File: src/rtl/cfg_bar_pkg.sv
package cfg_bar_pkg;
  localparam int unsigned CFG_DW = 32;
  localparam int unsigned CFG_NB = CFG_DW / 8;

  typedef enum logic [1:0] {
    BAR_NONE = 2'd0,
    BAR_IO   = 2'd1,
    BAR_MEM  = 2'd2
  } bar_kind_e;

  // Effective size exponent after kind-dependent minimum clamping.
  function automatic int unsigned bar_eff_log(input logic [1:0] kind, input int unsigned szlog);
    int unsigned s;
    s = szlog;
    if (kind == BAR_IO && s < 2) s = 2;
    if (kind == BAR_MEM && s < 4) s = 4;
    if (s > 31) s = 31;
    return s;
  endfunction

  // Writable address bits of a region.
  function automatic logic [CFG_DW-1:0] bar_wmask(input logic [1:0] kind, input int unsigned szlog);
    if (kind != BAR_IO && kind != BAR_MEM) return '0;
    return {CFG_DW{1'b1}} << bar_eff_log(kind, szlog);
  endfunction

  // Constant low bits reported on readback.
  function automatic logic [CFG_DW-1:0] bar_fixed(input logic [1:0] kind, input logic [2:0] attr);
    logic [CFG_DW-1:0] v;
    v = '0;
    if (kind == BAR_IO) v[1:0] = 2'b01;
    else if (kind == BAR_MEM) v[3:0] = {attr, 1'b0};
    return v;
  endfunction
endpackage

File: src/rtl/cfg_bar_slot.sv
module cfg_bar_slot #(
  parameter logic [1:0]  KIND  = 2'd0,
  parameter int unsigned SZLOG = 0,
  parameter logic [2:0]  ATTR  = 3'd0
) (
  input  logic                                clk,
  input  logic                                rst,
  input  logic                                wr_en,
  input  logic [cfg_bar_pkg::CFG_NB-1:0]      be,
  input  logic [cfg_bar_pkg::CFG_DW-1:0]      wdata,
  output logic [cfg_bar_pkg::CFG_DW-1:0]      rd_value,
  output logic [cfg_bar_pkg::CFG_DW-1:0]      base
);
  import cfg_bar_pkg::*;

  localparam logic [CFG_DW-1:0] WMASK = bar_wmask(KIND, SZLOG);
  localparam logic [CFG_DW-1:0] FIXED = bar_fixed(KIND, ATTR);
  localparam bit                USED  = (KIND == BAR_IO) || (KIND == BAR_MEM);

  generate
    if (USED) begin : g_used
      logic [CFG_DW-1:0] base_q;

      always_ff @(posedge clk) begin
        if (rst) begin
          base_q <= '0;
        end else if (wr_en) begin
          for (int b = 0; b < CFG_NB; b++) begin
            if (be[b]) base_q[8*b +: 8] <= wdata[8*b +: 8] & WMASK[8*b +: 8];
          end
        end
      end

      assign base     = base_q & WMASK;
      assign rd_value = (base_q & WMASK) | FIXED;
    end else begin : g_unused
      logic unused_ok;
      assign unused_ok = &{1'b0, clk, rst, wr_en, be, wdata};
      assign base      = '0;
      assign rd_value  = '0;
    end
  endgenerate
endmodule

File: src/rtl/cfg_bar_match.sv
module cfg_bar_match #(
  parameter logic [1:0]  KIND  = 2'd0,
  parameter int unsigned SZLOG = 0
) (
  input  logic                           clk,
  input  logic                           rst,
  input  logic [cfg_bar_pkg::CFG_DW-1:0] probe_addr,
  input  logic                           probe_is_io,
  input  logic [cfg_bar_pkg::CFG_DW-1:0] base,
  output logic                           hit
);
  import cfg_bar_pkg::*;

  localparam logic [CFG_DW-1:0] WMASK = bar_wmask(KIND, SZLOG);
  localparam bit USED   = (KIND == BAR_IO) || (KIND == BAR_MEM);
  localparam bit IS_IO  = (KIND == BAR_IO);

  logic space_ok;
  logic addr_ok;

  assign space_ok = (probe_is_io == IS_IO);
  assign addr_ok  = ((probe_addr & WMASK) == base);

  always_ff @(posedge clk) begin
    if (rst) hit <= 1'b0;
    else     hit <= USED && space_ok && addr_ok;
  end
endmodule

File: src/rtl/cfg_bar_rdmux.sv
module cfg_bar_rdmux #(
  parameter int unsigned NBARS     = 6,
  parameter int unsigned REGW      = 6,
  parameter int unsigned BAR_FIRST = 4
) (
  input  logic [REGW-1:0]                          regnum,
  input  logic [cfg_bar_pkg::CFG_DW-1:0]           id_word,
  input  logic [NBARS*cfg_bar_pkg::CFG_DW-1:0]     bar_words,
  output logic [cfg_bar_pkg::CFG_DW-1:0]           value
);
  import cfg_bar_pkg::*;

  always_comb begin
    value = '0;
    if (regnum == '0) value = id_word;
    for (int i = 0; i < NBARS; i++) begin
      if (regnum == REGW'(BAR_FIRST + i)) value = bar_words[CFG_DW*i +: CFG_DW];
    end
  end
endmodule

File: src/rtl/cfg_bar_file.sv
module cfg_bar_file #(
  parameter logic [15:0]  VENDOR_ID  = 16'hA5C3,
  parameter logic [15:0]  DEVICE_ID  = 16'h7E21,
  parameter int unsigned  NBARS      = 6,
  parameter int unsigned  REGW       = 6,
  parameter logic [2*NBARS-1:0] BAR_KIND  = {2'd0, 2'd0, 2'd2, 2'd2, 2'd1, 2'd1},
  parameter logic [6*NBARS-1:0] BAR_SZLOG = {6'd0, 6'd0, 6'd12, 6'd16, 6'd4, 6'd8},
  parameter logic [3*NBARS-1:0] BAR_ATTR  = {3'd0, 3'd0, 3'd4, 3'd0, 3'd0, 3'd0}
) (
  input  logic                    clk,
  input  logic                    rst,
  input  logic                    cfg_req,
  input  logic                    cfg_we,
  input  logic [REGW-1:0]         cfg_regnum,
  input  logic [3:0]              cfg_be,
  input  logic [31:0]             cfg_wdata,
  output logic [31:0]             cfg_rdata,
  output logic                    cfg_rvalid,
  input  logic [31:0]             probe_addr,
  input  logic                    probe_is_io,
  output logic [32*NBARS-1:0]     bar_base,
  output logic [NBARS-1:0]        bar_hit
);
  import cfg_bar_pkg::*;

  localparam int unsigned BAR_FIRST = 4;
  localparam logic [CFG_DW-1:0] ID_WORD = {DEVICE_ID, VENDOR_ID};

  logic [NBARS*CFG_DW-1:0] bar_words;
  logic [CFG_DW-1:0]       rd_next;
  logic                    do_write;

  assign do_write = cfg_req && cfg_we;

  generate
    for (genvar i = 0; i < NBARS; i++) begin : g_bar
      logic sel_wr;
      assign sel_wr = do_write && (cfg_regnum == REGW'(BAR_FIRST + i));

      cfg_bar_slot #(
        .KIND  (BAR_KIND[2*i +: 2]),
        .SZLOG (int'(BAR_SZLOG[6*i +: 6])),
        .ATTR  (BAR_ATTR[3*i +: 3])
      ) u_slot (
        .clk      (clk),
        .rst      (rst),
        .wr_en    (sel_wr),
        .be       (cfg_be),
        .wdata    (cfg_wdata),
        .rd_value (bar_words[CFG_DW*i +: CFG_DW]),
        .base     (bar_base[CFG_DW*i +: CFG_DW])
      );

      cfg_bar_match #(
        .KIND  (BAR_KIND[2*i +: 2]),
        .SZLOG (int'(BAR_SZLOG[6*i +: 6]))
      ) u_match (
        .clk         (clk),
        .rst         (rst),
        .probe_addr  (probe_addr),
        .probe_is_io (probe_is_io),
        .base        (bar_base[CFG_DW*i +: CFG_DW]),
        .hit         (bar_hit[i])
      );
    end
  endgenerate

  cfg_bar_rdmux #(
    .NBARS     (NBARS),
    .REGW      (REGW),
    .BAR_FIRST (BAR_FIRST)
  ) u_rdmux (
    .regnum    (cfg_regnum),
    .id_word   (ID_WORD),
    .bar_words (bar_words),
    .value     (rd_next)
  );

  always_ff @(posedge clk) begin
    if (rst) begin
      cfg_rdata  <= '0;
      cfg_rvalid <= 1'b0;
    end else begin
      cfg_rvalid <= cfg_req && !cfg_we;
      if (cfg_req && !cfg_we) cfg_rdata <= rd_next;
    end
  end
endmodule

File: config.mk
export PLATFORM = sky130hd
export DESIGN_NAME = cfg_bar_file
export DESIGN_NICKNAME = d
export VERILOG_FILES = /design/src/rtl/cfg_bar_pkg.sv /design/src/rtl/cfg_bar_slot.sv /design/src/rtl/cfg_bar_match.sv /design/src/rtl/cfg_bar_rdmux.sv /design/src/rtl/cfg_bar_file.sv
export SDC_FILE = /design/constraint.sdc
export NUM_CORES = 1
export LEC_CHECK = 0
export CORE_ASPECT_RATIO = 1.25
export CORE_MARGIN = 4
export CORE_UTILIZATION = 25
export DETAILED_ROUTE_END_ITERATION = 8
export PLACE_DENSITY = 0.51
export SYNTH_ARGS = -nofsm -noshare
export SYNTH_HDL_FRONTEND = slang
export SYNTH_SLANG_ARGS = --single-unit
export TNS_END_PERCENT = 20
File: constraint.sdc
create_clock -name clk -period 2.9 [get_ports clk]
set_input_delay 0.725 -clock clk [delete_from_list [all_inputs] [get_ports clk]]
set_output_delay 0.725 -clock clk [all_outputs]
set_load 0.005 [all_outputs]
# [Word level (Yosys, flattened, before mapping)]
# Index checks and enable logic that the tools add are counted.
[word_totals] regBits=125 input_bits=79 out_inout_bits=231 word_cells=60
[classes] eq_ne=10 mux=7 bitwise_logic=1 n_reduce_logical=24
[ops] op="32-bit 2-to-1 mux" n=6
[ops] op="31-bit 2-to-1 mux" n=1
[ops] op="28-bit equality test" n=1
[ops] op="24-bit equality test" n=1
[ops] op="6-bit by 3-bit equality test with 1-bit output, second input constant" n=4
[ops] op="2-bit AND reduction" n=12
[ops] op="20-bit equality test" n=1
[ops] op="16-bit equality test" n=1
[ops] op="6-bit by 4-bit equality test with 1-bit output, second input constant" n=2
[ops] op="1-bit logical AND" n=10
[ops] op="6-bit logical NOT" n=1
[ops] op="1-bit logical NOT" n=1
[ops] op="1-bit inverter" n=1

# [Logic depth before layout (Yosys ltp)]
[logic_depth] ltp_word=8 ltp_mapped=7 depth_no_buf=4

# [By module]
# A second synthesis with hierarchy kept.
[unflattened] cells_unflattened=1272 area_unflattened_um2=11085.6
[by_module_without_submodules] module="cfg_bar_rdmux" n_inst=1 cells_each=262 area_each_um2=2016.9 seq_area_each_um2=0.0
[by_module_without_submodules] module="cfg_bar_slot (g_bar[1].u_slot)" n_inst=1 cells_each=166 area_each_um2=1584.0 seq_area_each_um2=560.5
[by_module_without_submodules] module="cfg_bar_file" n_inst=1 cells_each=160 area_each_um2=1572.8 seq_area_each_um2=660.6
[by_module_without_submodules] module="cfg_bar_slot (g_bar[0].u_slot)" n_inst=1 cells_each=151 area_each_um2=1408.9 seq_area_each_um2=480.5
[by_module_without_submodules] module="cfg_bar_slot (g_bar[3].u_slot)" n_inst=1 cells_each=137 area_each_um2=1237.4 seq_area_each_um2=400.4
[by_module_without_submodules] module="cfg_bar_slot (g_bar[2].u_slot)" n_inst=1 cells_each=122 area_each_um2=1104.8 seq_area_each_um2=320.3
[by_module_without_submodules] module="cfg_bar_slot (g_bar[4].u_slot ...)" n_inst=2 cells_each=65 area_each_um2=484.2 seq_area_each_um2=0.0
[by_module_without_submodules] module="cfg_bar_match (g_bar[1].u_match)" n_inst=1 cells_each=41 area_each_um2=345.3 seq_area_each_um2=20.0
[by_module_without_submodules] module="cfg_bar_match (g_bar[0].u_match)" n_inst=1 cells_each=37 area_each_um2=309.0 seq_area_each_um2=20.0
[by_module_without_submodules] module="cfg_bar_match (g_bar[3].u_match)" n_inst=1 cells_each=33 area_each_um2=271.5 seq_area_each_um2=20.0
[by_module_without_submodules] module="cfg_bar_match (g_bar[2].u_match)" n_inst=1 cells_each=29 area_each_um2=244.0 seq_area_each_um2=20.0
[by_module_without_submodules] module="cfg_bar_match (g_bar[4].u_match ...)" n_inst=2 cells_each=2 area_each_um2=11.3 seq_area_each_um2=0.0

# [Worst setup path before layout]
# Ideal clock, no wire load.
[synth_timing] path_kind="input-to-reg" from="in cfg_regnum[0]" to="reg g_bar[0].u_slot.g_used.base_q[24]" setup_ns=0.128 arrival_ns=2.234 t_required_ns=2.772 setup_slack_ns=0.539 path_stages=6 path_buffers=2 path_cell_list="buf_2 > or4_1 > or4_1 > buf_2 > mux2i_1 > nor2_1"
[synth_via] elab_chain_len=3
[synth_rtl] item="from (decl)" line_no="cfg_bar_file.sv:14" text="input logic [REGW-1:0] cfg_regnum,"
[synth_rtl] item="6-bit by 3-bit equality test with 1-bit output" line_no="cfg_bar_file.sv:38" text="assign sel_wr = do_write && (cfg_regnum == REGW'(BAR_FIRST + i));"
[synth_rtl] item="1-bit logical AND" line_no="cfg_bar_file.sv:38"
[synth_rtl] item="2-bit AND reduction (no line)"
[synth_rtl] item="to (signal, indexed assignment)" line_no="cfg_bar_slot.sv:29" text="if (be[b]) base_q[8*b +: 8] <= wdata[8*b +: 8] & WMASK[8*b +: 8];"
[synth_rtl] item="to (decl)" line_no="cfg_bar_slot.sv:22" text="logic [CFG_DW-1:0] base_q;"
# No other way between the ends.
# A chain may end at the register's enable or synchronous reset.

# [Worst setup path after layout]
[layout_timing] from="in cfg_regnum[5]" to="reg cfg_rdata[16]"
[layout_via] elab_chain_len=8 elab_cells_between_ends=14 classes_between="6 x eq/ne; 7 x mux; 1 x reduce/logical"
[layout_rtl] item="6-bit logical NOT" line_no="cfg_bar_rdmux.sv:15" text="if (regnum == '0) value = id_word;"
[layout_rtl] item="31-bit 2-to-1 mux" line_no="cfg_bar_rdmux.sv:15"
[layout_rtl] item="32-bit 2-to-1 mux (5 in series)" line_no="cfg_bar_rdmux.sv:17" text="if (regnum == REGW'(BAR_FIRST + i)) value = bar_words[CFG_DW*i +: CFG_DW];"
[layout_rtl] item="32-bit 2-to-1 mux *" line_no="cfg_bar_rdmux.sv:17"
[layout_rtl] item="to (signal assigned)" line_no="cfg_bar_file.sv:85" text="if (cfg_req && !cfg_we) cfg_rdata <= rd_next;"
[layout_rtl] item="to (decl)" line_no="cfg_bar_file.sv:17" text="output logic [31:0] cfg_rdata,"
# Mark *: on every way between the ends. The rest lies on a longest branch, timed or not.

==> metrics.txt <==
chip width=158 um; VDD IR max=0.321 mV; slowest CP cell=or4b_1; setup repair bufs after CTS=0; GRT Total Usage=18.0%; pin count of the biggest net entering global routing=37; Pwr per Cell Area=443 nW/um^2; Port Buffers=194; fmax=0.406 GHz; Critical Path Source Type=input pin; cts hold-fix bufs=0; FILL cells=2907; remaining antenna violation count=0; slew margin rel.=63.3%; CP Data Arrival Time=2.75 ns; CTS resizes=0; Tmin final=between 2 and 2.5 ns; Post-synth top cells=124 x dfxtp_1, 114 x buf_4, 104 x nor2_1; instance count of the mapped netlist=between 700 and 800; Vias=6138; Yosys top cell area share=35.4%; met3 usage=under 10%; DRC errors left=0; layout cells sized above 1=10.5%; Worst-Margin Slew=0.546 ns; row count=68; wirelength, routed=28.4 mm; HPWL after DPL=22.4 mm; max_cap viols=0; area leader, netlist=dfxtp_1; final setup violation count=0; Num CTS Buffers=17; final hold vios=0; vias in the first global route=6059; GR Util met2=31.3%; Min Hold Slack=around 0.46 ns; TritonCTS clock tree=built; post-route setup slack=0.437 ns; status=finished clean; RSZ-0062 raised after global routing=false; Critical Path End Type=flop; Diodes inserted=0; Clk Latency, worst-skew pair=0.43 ns; Max clock buf depth=2; GR peak layer=met2; Unique masters post-synth=44; routability congestion estimate from global placement=0.835; cell repeated most along the worst path=buf_4; crit-path max cell delay=0.52 ns; CTS clk-pin slew, worst paths=0.06 ns; Die H=a little under 200 um; Pleak=~3.9 nW; H-tree depth=4; DR WL/cell=approximately 21 um; yosys warns=0; met1 usage=22.3%; final-stage net count=1077; Core Util, Final=35.7%; first-pass GRT wire length=40.6 mm; count leader, synth=dfxtp_1; Tcrit/Tclk final=between 80% and 90%; synth top area cells=dfxtp_1 35%, mux2i_1 14%, buf_4 12%; Mapped Area=roughly 7000 sq um; Avg Vias per Cell=4.51; Iter 0 DRT Violations=440; Req. time, crit path=3.19 ns; core region area=roughly 28000 sq um; worst slack, placed=-0.0139 ns; CTS Root Cell=clkbuf_16; Final Skew=0.00818 ns; Seq/Total Area, Yosys=35.4%; first-pass iteration count of the detailed router=5; initial antenna violation count=1; Clock Sinks=124; I/O pin total=310; Initial Util=25.4%; Worst Hold Class=flop to flop; Die Footprint=30800 sq um; Post-synth ARST share=0%; average cell area after synthesis=9.15 sq um; synth-to-layout area growth=40.9%; crit-path cells=clkdlybuf4s50_1 -> or4b_1 -> buf_4 -> buf_4 -> or3_1 -> o311ai_0 -> a221oi_1; crit-path max FO=12; Setup CP Type=input pin to flop; Slew Limit Fails=0; number of synthesized register bits=124; Post-synth EDFFs=0; total gr overflow=0; Synth Flop Type=dfxtp_1
[critical path, delay by kind of cell]
kind | cells | cell delay, ns
AO/OA/AOI/OAI | 2 | 0.25
buffers and inverters | 3 | 0.91
AND/OR/NAND/NOR | 2 | 0.86
[area by class of cell]
type | count | area [sq um] | share of cell area [%]
sequential | 124 | 2480 | 25.1
clock inverter | 12 | 164 | 1.66
inverter | 3 | 11.3 | 0.114
timing repair buffer | 255 | 2430 | 24.6
tap | 350 | 438 | 4.43
clock buffer | 19 | 443 | 4.48
multi-input combinational | 597 | 3910 | 39.6
[cells in the final DEF, fill, tap and decap left out, types with 9 or more instances in the layout]
cell type and n:
xor2_1 63, o2bb2ai_1 9, a221oi_1 10, nand4_1 12, o21ai_0 15, clkdlybuf4s50_1 193
a32o_1 10, nor4_1 18, clkbuf_16 17, conb_1 107, xnor2_1 26, nand2_1 34
nor2_1 104, buf_4 59, dfxtp_1 124, a21oi_1 17, mux2i_1 96
[state kept, by name, indices dropped and copies added, names as in the netlist]
signal	cells
cfg_rvalid	1
g_bar.u_match.hit	4
g_bar.u_slot.g_used.base_q	88
cfg_rdata	31
[stage by stage]
stage	cells	power, W	cell area (sq um)	setup TNS [ns]
3_3_place_gp	1329	0.00218	9280	0
5_1_grt	1360	0.00455	9880	0
2_1_floorplan	873	0.00203	7410	0
4_1_cts	1360	0.00443	9880	0
3_5_place_dp	1329	0.00218	9280	-0.0310
6_report	1360	0.00438	9880	0
[logic make-up (layout without fill, tap and decap cells)]
family                 after synthesis  after routing  synth area share, %
AND/OR/NAND/NOR                    212            212                 15.3
buffers and inverters              152            289                 14.7
flip-flops                         124            124                 35.4
multiplexers                        96             96                 13.7
AO/OA/AOI/OAI                       93             93                 9.77
XOR/XNOR                            89             89                 11.1
other                                1            107               0.0534
[report_power, final]
group          internal (W)  switching (W)
clock               0.00138       0.000854
sequential          0.00171     0.00000343
combinational      0.000173       0.000260
[routing by layer]
metal | vias up | part of all wire (%)
met5 | - | 0.042
li1 | 2915 | -
met4 | 2 | 1.6
met3 | 31 | 6.6
met1 | 2925 | 41
met2 | 265 | 51
[path summary, 6_finish.rpt]
check | start | endpoint | slack, ns | cells past startpoint
setup reg to reg | g_bar[1].u_slot.g_used.base_q[4] | g_bar[1].u_match.hit | 1.17 | 5
setup / recovery | cfg_regnum[5] | cfg_rdata[16] | 0.44 | 7
hold reg to reg | cfg_rdata[1] | cfg_rdata[1] | 0.46 | 2
hold / removal | cfg_rdata[1] | cfg_rdata[1] | 0.46 | 2
(Power assumes the default switching activity.)
